--- src/rtl/ptmr_pkg.sv ---
package ptmr_pkg;

   typedef enum logic [1:0] {
      TAP_MID  = 2'b00,
      TAP_LOW  = 2'b01,
      TAP_BYP  = 2'b10,
      TAP_TOP  = 2'b11
   } tap_code_e;

   function automatic tap_code_e to_code(input logic hi_bit, input logic lo_bit);
      return tap_code_e'({hi_bit, lo_bit});
   endfunction

endpackage

--- src/rtl/ptmr_chain.sv ---
module ptmr_chain #(
   parameter int LO_W      = 8,
   parameter int HI_W      = 8,
   parameter bit BYPASS_EN = 1'b1
) (
   input  logic            clk,
   input  logic            clr,
   input  logic            tick,
   input  logic            byp,
   output logic [LO_W-1:0] lo_cnt,
   output logic [HI_W-1:0] hi_cnt
);

   logic hi_step;
   logic lo_carry;

   assign lo_carry = &lo_cnt;

   generate
      if (BYPASS_EN) begin : g_byp
         assign hi_step = tick & (byp | lo_carry);
      end else begin : g_nobyp
         logic unused_byp;
         assign unused_byp = byp;
         assign hi_step    = tick & lo_carry;
      end
   endgenerate

   always_ff @(posedge clk) begin
      if (clr) begin
         lo_cnt <= '0;
      end else if (tick) begin
         lo_cnt <= lo_cnt + 1'b1;
      end
   end

   always_ff @(posedge clk) begin
      if (clr) begin
         hi_cnt <= '0;
      end else if (hi_step) begin
         hi_cnt <= hi_cnt + 1'b1;
      end
   end

endmodule

--- src/rtl/ptmr_tap.sv ---
module ptmr_tap
   import ptmr_pkg::*;
#(
   parameter int LO_W    = 8,
   parameter int HI_W    = 8,
   parameter int STG_MID = 13,
   parameter int STG_LOW = 10,
   parameter int STG_TOP = 16
) (
   input  logic [LO_W+HI_W-1:0] cnt,
   input  tap_code_e            code,
   output logic                 tap
);

   localparam int CNT_W = LO_W + HI_W;

   generate
      if (STG_MID < 1 || STG_MID > CNT_W) begin : g_bad_mid
         $error("STG_MID out of range");
      end
      if (STG_LOW < 1 || STG_LOW > CNT_W) begin : g_bad_low
         $error("STG_LOW out of range");
      end
      if (STG_TOP < 1 || STG_TOP > CNT_W) begin : g_bad_top
         $error("STG_TOP out of range");
      end
   endgenerate

   always_comb begin
      unique case (code)
         TAP_MID: tap = cnt[STG_MID-1];
         TAP_LOW: tap = cnt[STG_LOW-1];
         TAP_BYP: tap = cnt[CNT_W-1];
         TAP_TOP: tap = cnt[STG_TOP-1];
         default: tap = 1'b0;
      endcase
   end

endmodule

--- src/rtl/ptmr_shot.sv ---
module ptmr_shot (
   input  logic clk,
   input  logic clr,
   input  logic mode_in,
   input  logic tap,
   input  logic pol,
   output logic held,
   output logic out
);

   logic mode_q;
   logic mode_chg;

   assign mode_chg = mode_in ^ mode_q;

   always_ff @(posedge clk) begin
      mode_q <= mode_in;
      if (clr || mode_chg) begin
         held <= 1'b0;
      end else begin
         held <= held | tap;
      end
   end

   always_comb begin
      if (mode_in) begin
         out = pol ^ tap;
      end else begin
         out = pol ^ (tap | held);
      end
   end

endmodule

--- src/rtl/prog_timer.sv ---
module prog_timer
   import ptmr_pkg::*;
#(
   parameter int LO_W      = 8,
   parameter int HI_W      = 8,
   parameter int STG_MID   = 13,
   parameter int STG_LOW   = 10,
   parameter int STG_TOP   = 16,
   parameter bit BYPASS_EN = 1'b1
) (
   input  logic clk,
   input  logic por,
   input  logic ar_dis,
   input  logic mrst,
   input  logic tick,
   input  logic sel_a,
   input  logic sel_b,
   input  logic pol_sel,
   input  logic recycle,
   output logic tmr_out
);

   localparam int CNT_W = LO_W + HI_W;

   generate
      if (LO_W < 1 || HI_W < 1) begin : g_bad_w
         $error("chain halves must be at least one stage");
      end
   endgenerate

   logic            clr;
   tap_code_e       code_in;
   tap_code_e       code_q;
   logic [LO_W-1:0] lo_cnt;
   logic [HI_W-1:0] hi_cnt;
   logic            tap;
   logic            held;

   assign clr     = mrst | (por & ~ar_dis);
   assign code_in = to_code(sel_a, sel_b);

   always_ff @(posedge clk) begin
      if (clr || tick) begin
         code_q <= code_in;
      end
   end

   ptmr_chain #(
      .LO_W      (LO_W),
      .HI_W      (HI_W),
      .BYPASS_EN (BYPASS_EN)
   ) u_chain (
      .clk    (clk),
      .clr    (clr),
      .tick   (tick),
      .byp    (code_in == TAP_BYP),
      .lo_cnt (lo_cnt),
      .hi_cnt (hi_cnt)
   );

   ptmr_tap #(
      .LO_W    (LO_W),
      .HI_W    (HI_W),
      .STG_MID (STG_MID),
      .STG_LOW (STG_LOW),
      .STG_TOP (STG_TOP)
   ) u_tap (
      .cnt  ({hi_cnt, lo_cnt}),
      .code (code_q),
      .tap  (tap)
   );

   ptmr_shot u_shot (
      .clk     (clk),
      .clr     (clr),
      .mode_in (recycle),
      .tap     (tap),
      .pol     (pol_sel),
      .held    (held),
      .out     (tmr_out)
   );

endmodule

--- config.mk ---
export PLATFORM = sky130hd
export DESIGN_NAME = prog_timer
export DESIGN_NICKNAME = d
export VERILOG_FILES = /design/src/rtl/ptmr_pkg.sv /design/src/rtl/ptmr_chain.sv /design/src/rtl/ptmr_tap.sv /design/src/rtl/ptmr_shot.sv /design/src/rtl/prog_timer.sv
export SDC_FILE = /design/constraint.sdc
export NUM_CORES = 1
export LEC_CHECK = 0
export BUFFER_PORTS_ARGS = -buffer_cell sky130_fd_sc_hd__buf_2
export CORE_UTILIZATION = 59
export CTS_CLUSTER_DIAMETER = 50
export DETAILED_ROUTE_END_ITERATION = 8
export GPL_TIMING_DRIVEN = 0
export HOLD_SLACK_MARGIN = 0.08
export PLACE_DENSITY = 0.8
export RECOVER_POWER = 50
export SYNTH_ARGS = -nofsm -noshare
export SYNTH_HDL_FRONTEND = slang
export SYNTH_SLANG_ARGS = --single-unit
--- constraint.sdc ---
create_clock -name clk -period 4.57 [get_ports clk]
set_input_delay 0.914 -clock clk [delete_from_list [all_inputs] [get_ports clk]]
set_output_delay 0.914 -clock clk [all_outputs]
set_load 0.02 [all_outputs]
### After elaboration in Yosys (flattened, before gate mapping)

Cells that the tools add are included.

| cells by class | value |
|---|---|
| bitwise operators | 9 |
| mux-type cells | 2 |
| reduce and logical (&&, ||, !) cells | 5 |
| eq/ne operators | 4 |
| add/subtract/negate cells | 2 |

Operators with widths:

| kind | count |
|---|---|
| adder 8 x 1 -> 8 bit, second input constant | 2 |
| AND reduction 8 bit | 1 |
| equality test 2 bit, second input constant | 3 |
| OR 1 bit | 3 |
| case mux 1 bit (3 select lines) | 1 |
| XOR 1 bit | 3 |
| bitwise AND 1 bit | 2 |
| equality test 2 x 1 -> 1 bit, second input constant | 1 |
| zero test 2 bit | 1 |
| logical OR 1 bit | 2 |
| OR reduction 2 bit | 1 |
| 2-to-1 mux 1 bit | 1 |
| NOT 1 bit | 1 |

| storage, ports and cells | value |
|---|---|
| output and inout bits | 1 |
| flip-flop bits (word level) | 20 |

### Depth between registers and ports, before layout

| depth | value |
|---|---|
| word-level depth | 6 |
| mapped depth | 6 |
| gate-level depth less buffers | 5 |

### Hierarchy

From an unflattened synthesis, not the netlist that was laid out.

| second synthesis, totals | value |
|---|---|
| cells, all modules | 93 |
| area total of the unflattened synthesis | 870.8 um^2 |

Modules (own cells, without submodules):

| module | seq. area each (um^2) | area each (um^2) | cells an instance | instances |
|---|---|---|---|---|
| ptmr_chain | 320.3 | 685.7 | 76 | 1 |
| prog_timer | 60.1 | 87.6 | 6 | 1 |
| ptmr_shot | 40.0 | 78.8 | 8 | 1 |
| ptmr_tap | 0.0 | 18.8 | 3 | 1 |

### Worst setup path before layout

OpenSTA, ideal clock, no wires.

| path | value |
|---|---|
| path kind | input to output |
| start | input port recycle |
| end | output port tmr_out |
| cell stages on the path | 3 |
| path slack | 2.268 ns |
| arrival time | 1.388 ns |
| cells stage by stage | inv_1 a21oi_1 xnor2_1 |

| on the way | value |
|---|---|
| word-level cells in the longest chain between the ends | 1 |

RTL lines:

| element | line | source |
|---|---|---|
| from (decl) | prog_timer.sv:19 | `input logic recycle,` |
| 2-to-1 mux 1 bit | ptmr_shot.sv:26 | `if (mode_in) begin` |
| to (decl) | prog_timer.sv:20 | `output logic tmr_out` |

Every way passes these cells.

### Final worst setup path

Ends and elaborated chain as after synthesis.

==> impl_metrics.ini <==
[status]
status = finished, final reports clean

[sta]
hold_viol = 0
max_freq_mhz = 407
min_period_ns = 2.46
setup_violations = 0
period_share = 0.538
setup_tns_ns = 0
fin_ws_ns = 2.11
relSlewSlack = 0.698
slew_viol_final = 0
rsz0062_at_grt = no
worst_pin_slew_ns = 0.453
clock_skew_ns = 0.00239

[worst_setup_path]
path_cells = clkbuf_1 > inv_1 > a21oi_1 > xnor2_1 > buf_2
slowest_delay_ns = 0.18
crit_fanout = 3
crit_family = buffers and inverters
crit_slowest_cell = buf_2
critPathKind = in2out
critical_path_required_ns = 3.66
path_buf_inv = 3
crit_arrival_ns = 1.54
cp-start-kind = input pin
cp-end-kind = output pin

[die]
dieArea_um2 = 1690
core-area_um2 = 1370
dieWidth_um = 41.1
initial_utilization = 0.660
num_rows = 13
die_y_um = 41.1
ios = 10

[detailed_routing]
wl_um = 1420
first_iter_violations = 20
drtPass1Iterations = 5
wl_per_cell_um = 11.7
vias = 668
vias_per_cell = 5.48
drc_errors = 0
drtAntennaViolNets = 0

[clock_network]
ctsHoldBuffers = 0
cts_buffer_depth = 2
cts_tree = yes
clk_latency_ns = 0.30
cts-buffers-inserted = 3
clkTransAtPathRegs_ns = 0.11
root_buffer = clkbuf_4
cts.sinks = 20
cts_resized = 0
htreeDepth = 1
post_cts_buffers = 0

[grt]
track_usage = 0.199
grt_pass1_wl_um = 2160
grt_overflow_total = 0
first_global_vias = 545
grt_max_degree = 12
antenna_found_initial = 0

[flow_run]
maxCapViolCount = 0

[synth]
ys_ff_latch = 20
ys_seq_area_frac = 0.466
syn_inst = 95
synth_top_area_share = 0.399
syn_area_um2 = 902
synth_nets = 106
synthDistinctLibCells = 25
synth_top_cell_by_area = dfxtp_1
yosysWarnings = 0
syn_avg_cell_area_um2 = 9.50
yosys-top-cells-area = dfxtp_1 40%, edfxtp_1 6.7%, xor2_1 5.8%

[placed_design]
dp_cells = 118
io_buffers = 8
dpl_worst_slack_ns = 2.14
place_congestion = 0.748
dp_hpwl_um = 1070

[final_layout]
finish.utilization = 0.715
area_growth_pct = 8.32
drive_gt1_frac = 0.131
num_antenna_cells = 0
fin_nets = 119
final_cells = 122

[power_and_ir_drop]
leakage_nw = 0.383
irDropWorstVdd_uv = 201
powerDensity_nw_per_um2 = 311

[worst_hold_path]
hold_class = reg2reg
==> layout by cell type, fill, tap and decap left out <==
| cell type | netlist | routed |
|---|---|---|
| clkbuf_8 | 0 | 1 |
| a21o_1 | 1 | 1 |
| nand4_2 | 1 | 1 |
| ha_1 | 2 | 2 |
| clkbuf_1 | 0 | 3 |
| nand2_1 | 6 | 6 |
| nand4_1 | 1 | 1 |
| or3_1 | 7 | 7 |
| o31a_1 | 1 | 1 |
| buf_6 | 3 | 2 |
| nand3b_1 | 1 | 1 |
| nand3_1 | 4 | 4 |
| and2_1 | 1 | 1 |
| xor2_1 | 6 | 6 |
| clkbuf_4 | 0 | 3 |
| inv_1 | 3 | 3 |
| mux2i_1 | 3 | 3 |
| and3_1 | 1 | 1 |
| or2_1 | 1 | 1 |
| nor2_1 | 10 | 10 |
| edfxtp_1 | 2 | 2 |
| nor3_1 | 1 | 1 |
| a21oi_1 | 8 | 8 |
| buf_2 | 0 | 7 |
| xnor2_1 | 3 | 3 |
| dfxtp_1 | 18 | 18 |
| and4_1 | 2 | 2 |
| o21ai_1 | 8 | 8 |
==> registers in the layout, indices dropped and copies added (netlist names) <==
name            flops
u_chain.lo_cnt      8
u_shot.held         1
code_q              2
u_shot.mode_q       1
u_chain.hi_cnt      8
==> routing by layer <==
layer | track usage | vias up | routed length, µm
li1 | - | 353 | -
met4 | 0.121 | 0 | 14
met3 | 0.0326 | 2 | 54
met2 | 0.313 | 18 | 629
met5 | 0 | - | 0
met1 | 0.253 | 295 | 726
==> worst register-to-register path, stage by stage, from the launching register on <==
cell and delay [ns]:
dfxtp_1 0.37, ha_1 0.19, nand4_2 0.16, o31a_1 0.38, buf_6 0.16, or3_1 0.34, a21oi_1 0.13
==> report_power, final <==
| group | switching, W | leakage (nW) | internal, W |
|---|---|---|---|
| Sequential | 0.00000231 | 0.166 | 0.000181 |
| Combinational | 0.0000104 | 0.196 | 0.00000888 |
| Clock | 0.0000527 | 0.0210 | 0.0000486 |
| Total | 0.0000654 | 0.383 | 0.000238 |
==> final timing paths <==
check                      end  slack [ns]  cells after the start               from
min reg2reg  u_chain.hi_cnt[5]        0.50                      2  u_chain.hi_cnt[5]
min          u_chain.hi_cnt[5]        0.50                      2  u_chain.hi_cnt[5]
max                    tmr_out        2.11                      5            recycle
max reg2reg  u_chain.hi_cnt[7]        2.77                      6  u_chain.lo_cnt[0]
==> layout make-up <==
cell class	count	area, µm²
tap	15	18.8
fill	106	389
sequential	20	420
multi-input combinational	68	422
inverter	3	11.3
timing repair buffer	8	38.8
clock buffer	4	36.3
buffer	4	30.0
==> synth_stat cells <==
| cell | number |
|---|---|
| dfxtp_1 | 18 |
| nor2_1 | 10 |
| a21oi_1 | 8 |
| o21ai_1 | 8 |
| or3_1 | 7 |
| nand2_1 | 6 |
| xor2_1 | 6 |
| nand3_1 | 4 |
| buf_6 | 3 |
| inv_1 | 3 |
| mux2i_1 | 3 |
| xnor2_1 | 3 |
| and4_1 | 2 |
| edfxtp_1 | 2 |
| ha_1 | 2 |
| a21o_1 | 1 |
| and2_1 | 1 |
| and3_1 | 1 |
| buf_8 | 1 |
| nand3b_1 | 1 |
| nand4_1 | 1 |
| nand4_2 | 1 |
| nor3_1 | 1 |
| o31a_1 | 1 |
| or2_1 | 1 |
==> kinds of logic (layout without fill, tap and decap cells) <==
| kind of cell | after synthesis | in the layout | share of synthesized area |
|---|---|---|---|
| simple gates | 36 | 36 | 0.212 |
| fa+ha+maj | 2 | 2 | 0.0277 |
| compound gates | 18 | 18 | 0.107 |
| xor+xnor | 9 | 9 | 0.0874 |
| buf+inv | 7 | 19 | 0.0666 |
| mux | 3 | 3 | 0.0333 |
| flops | 20 | 20 | 0.466 |
==> metrics by stage <==
| stage | hold slack [ns] | power (W) | cell area [µm²] |
|---|---|---|---|
| finish | 0.495 | 0.000304 | 977 |
| global route | 0.522 | 0.000314 | 977 |
| CTS | 0.499 | 0.000309 | 997 |
| detailed placement | 0.480 | 0.000210 | 961 |
| global placement | 0.469 | 0.000209 | 961 |
| floorplan | 0.457 | 0.000202 | 902 |
(Power assumes the default switching activity.)
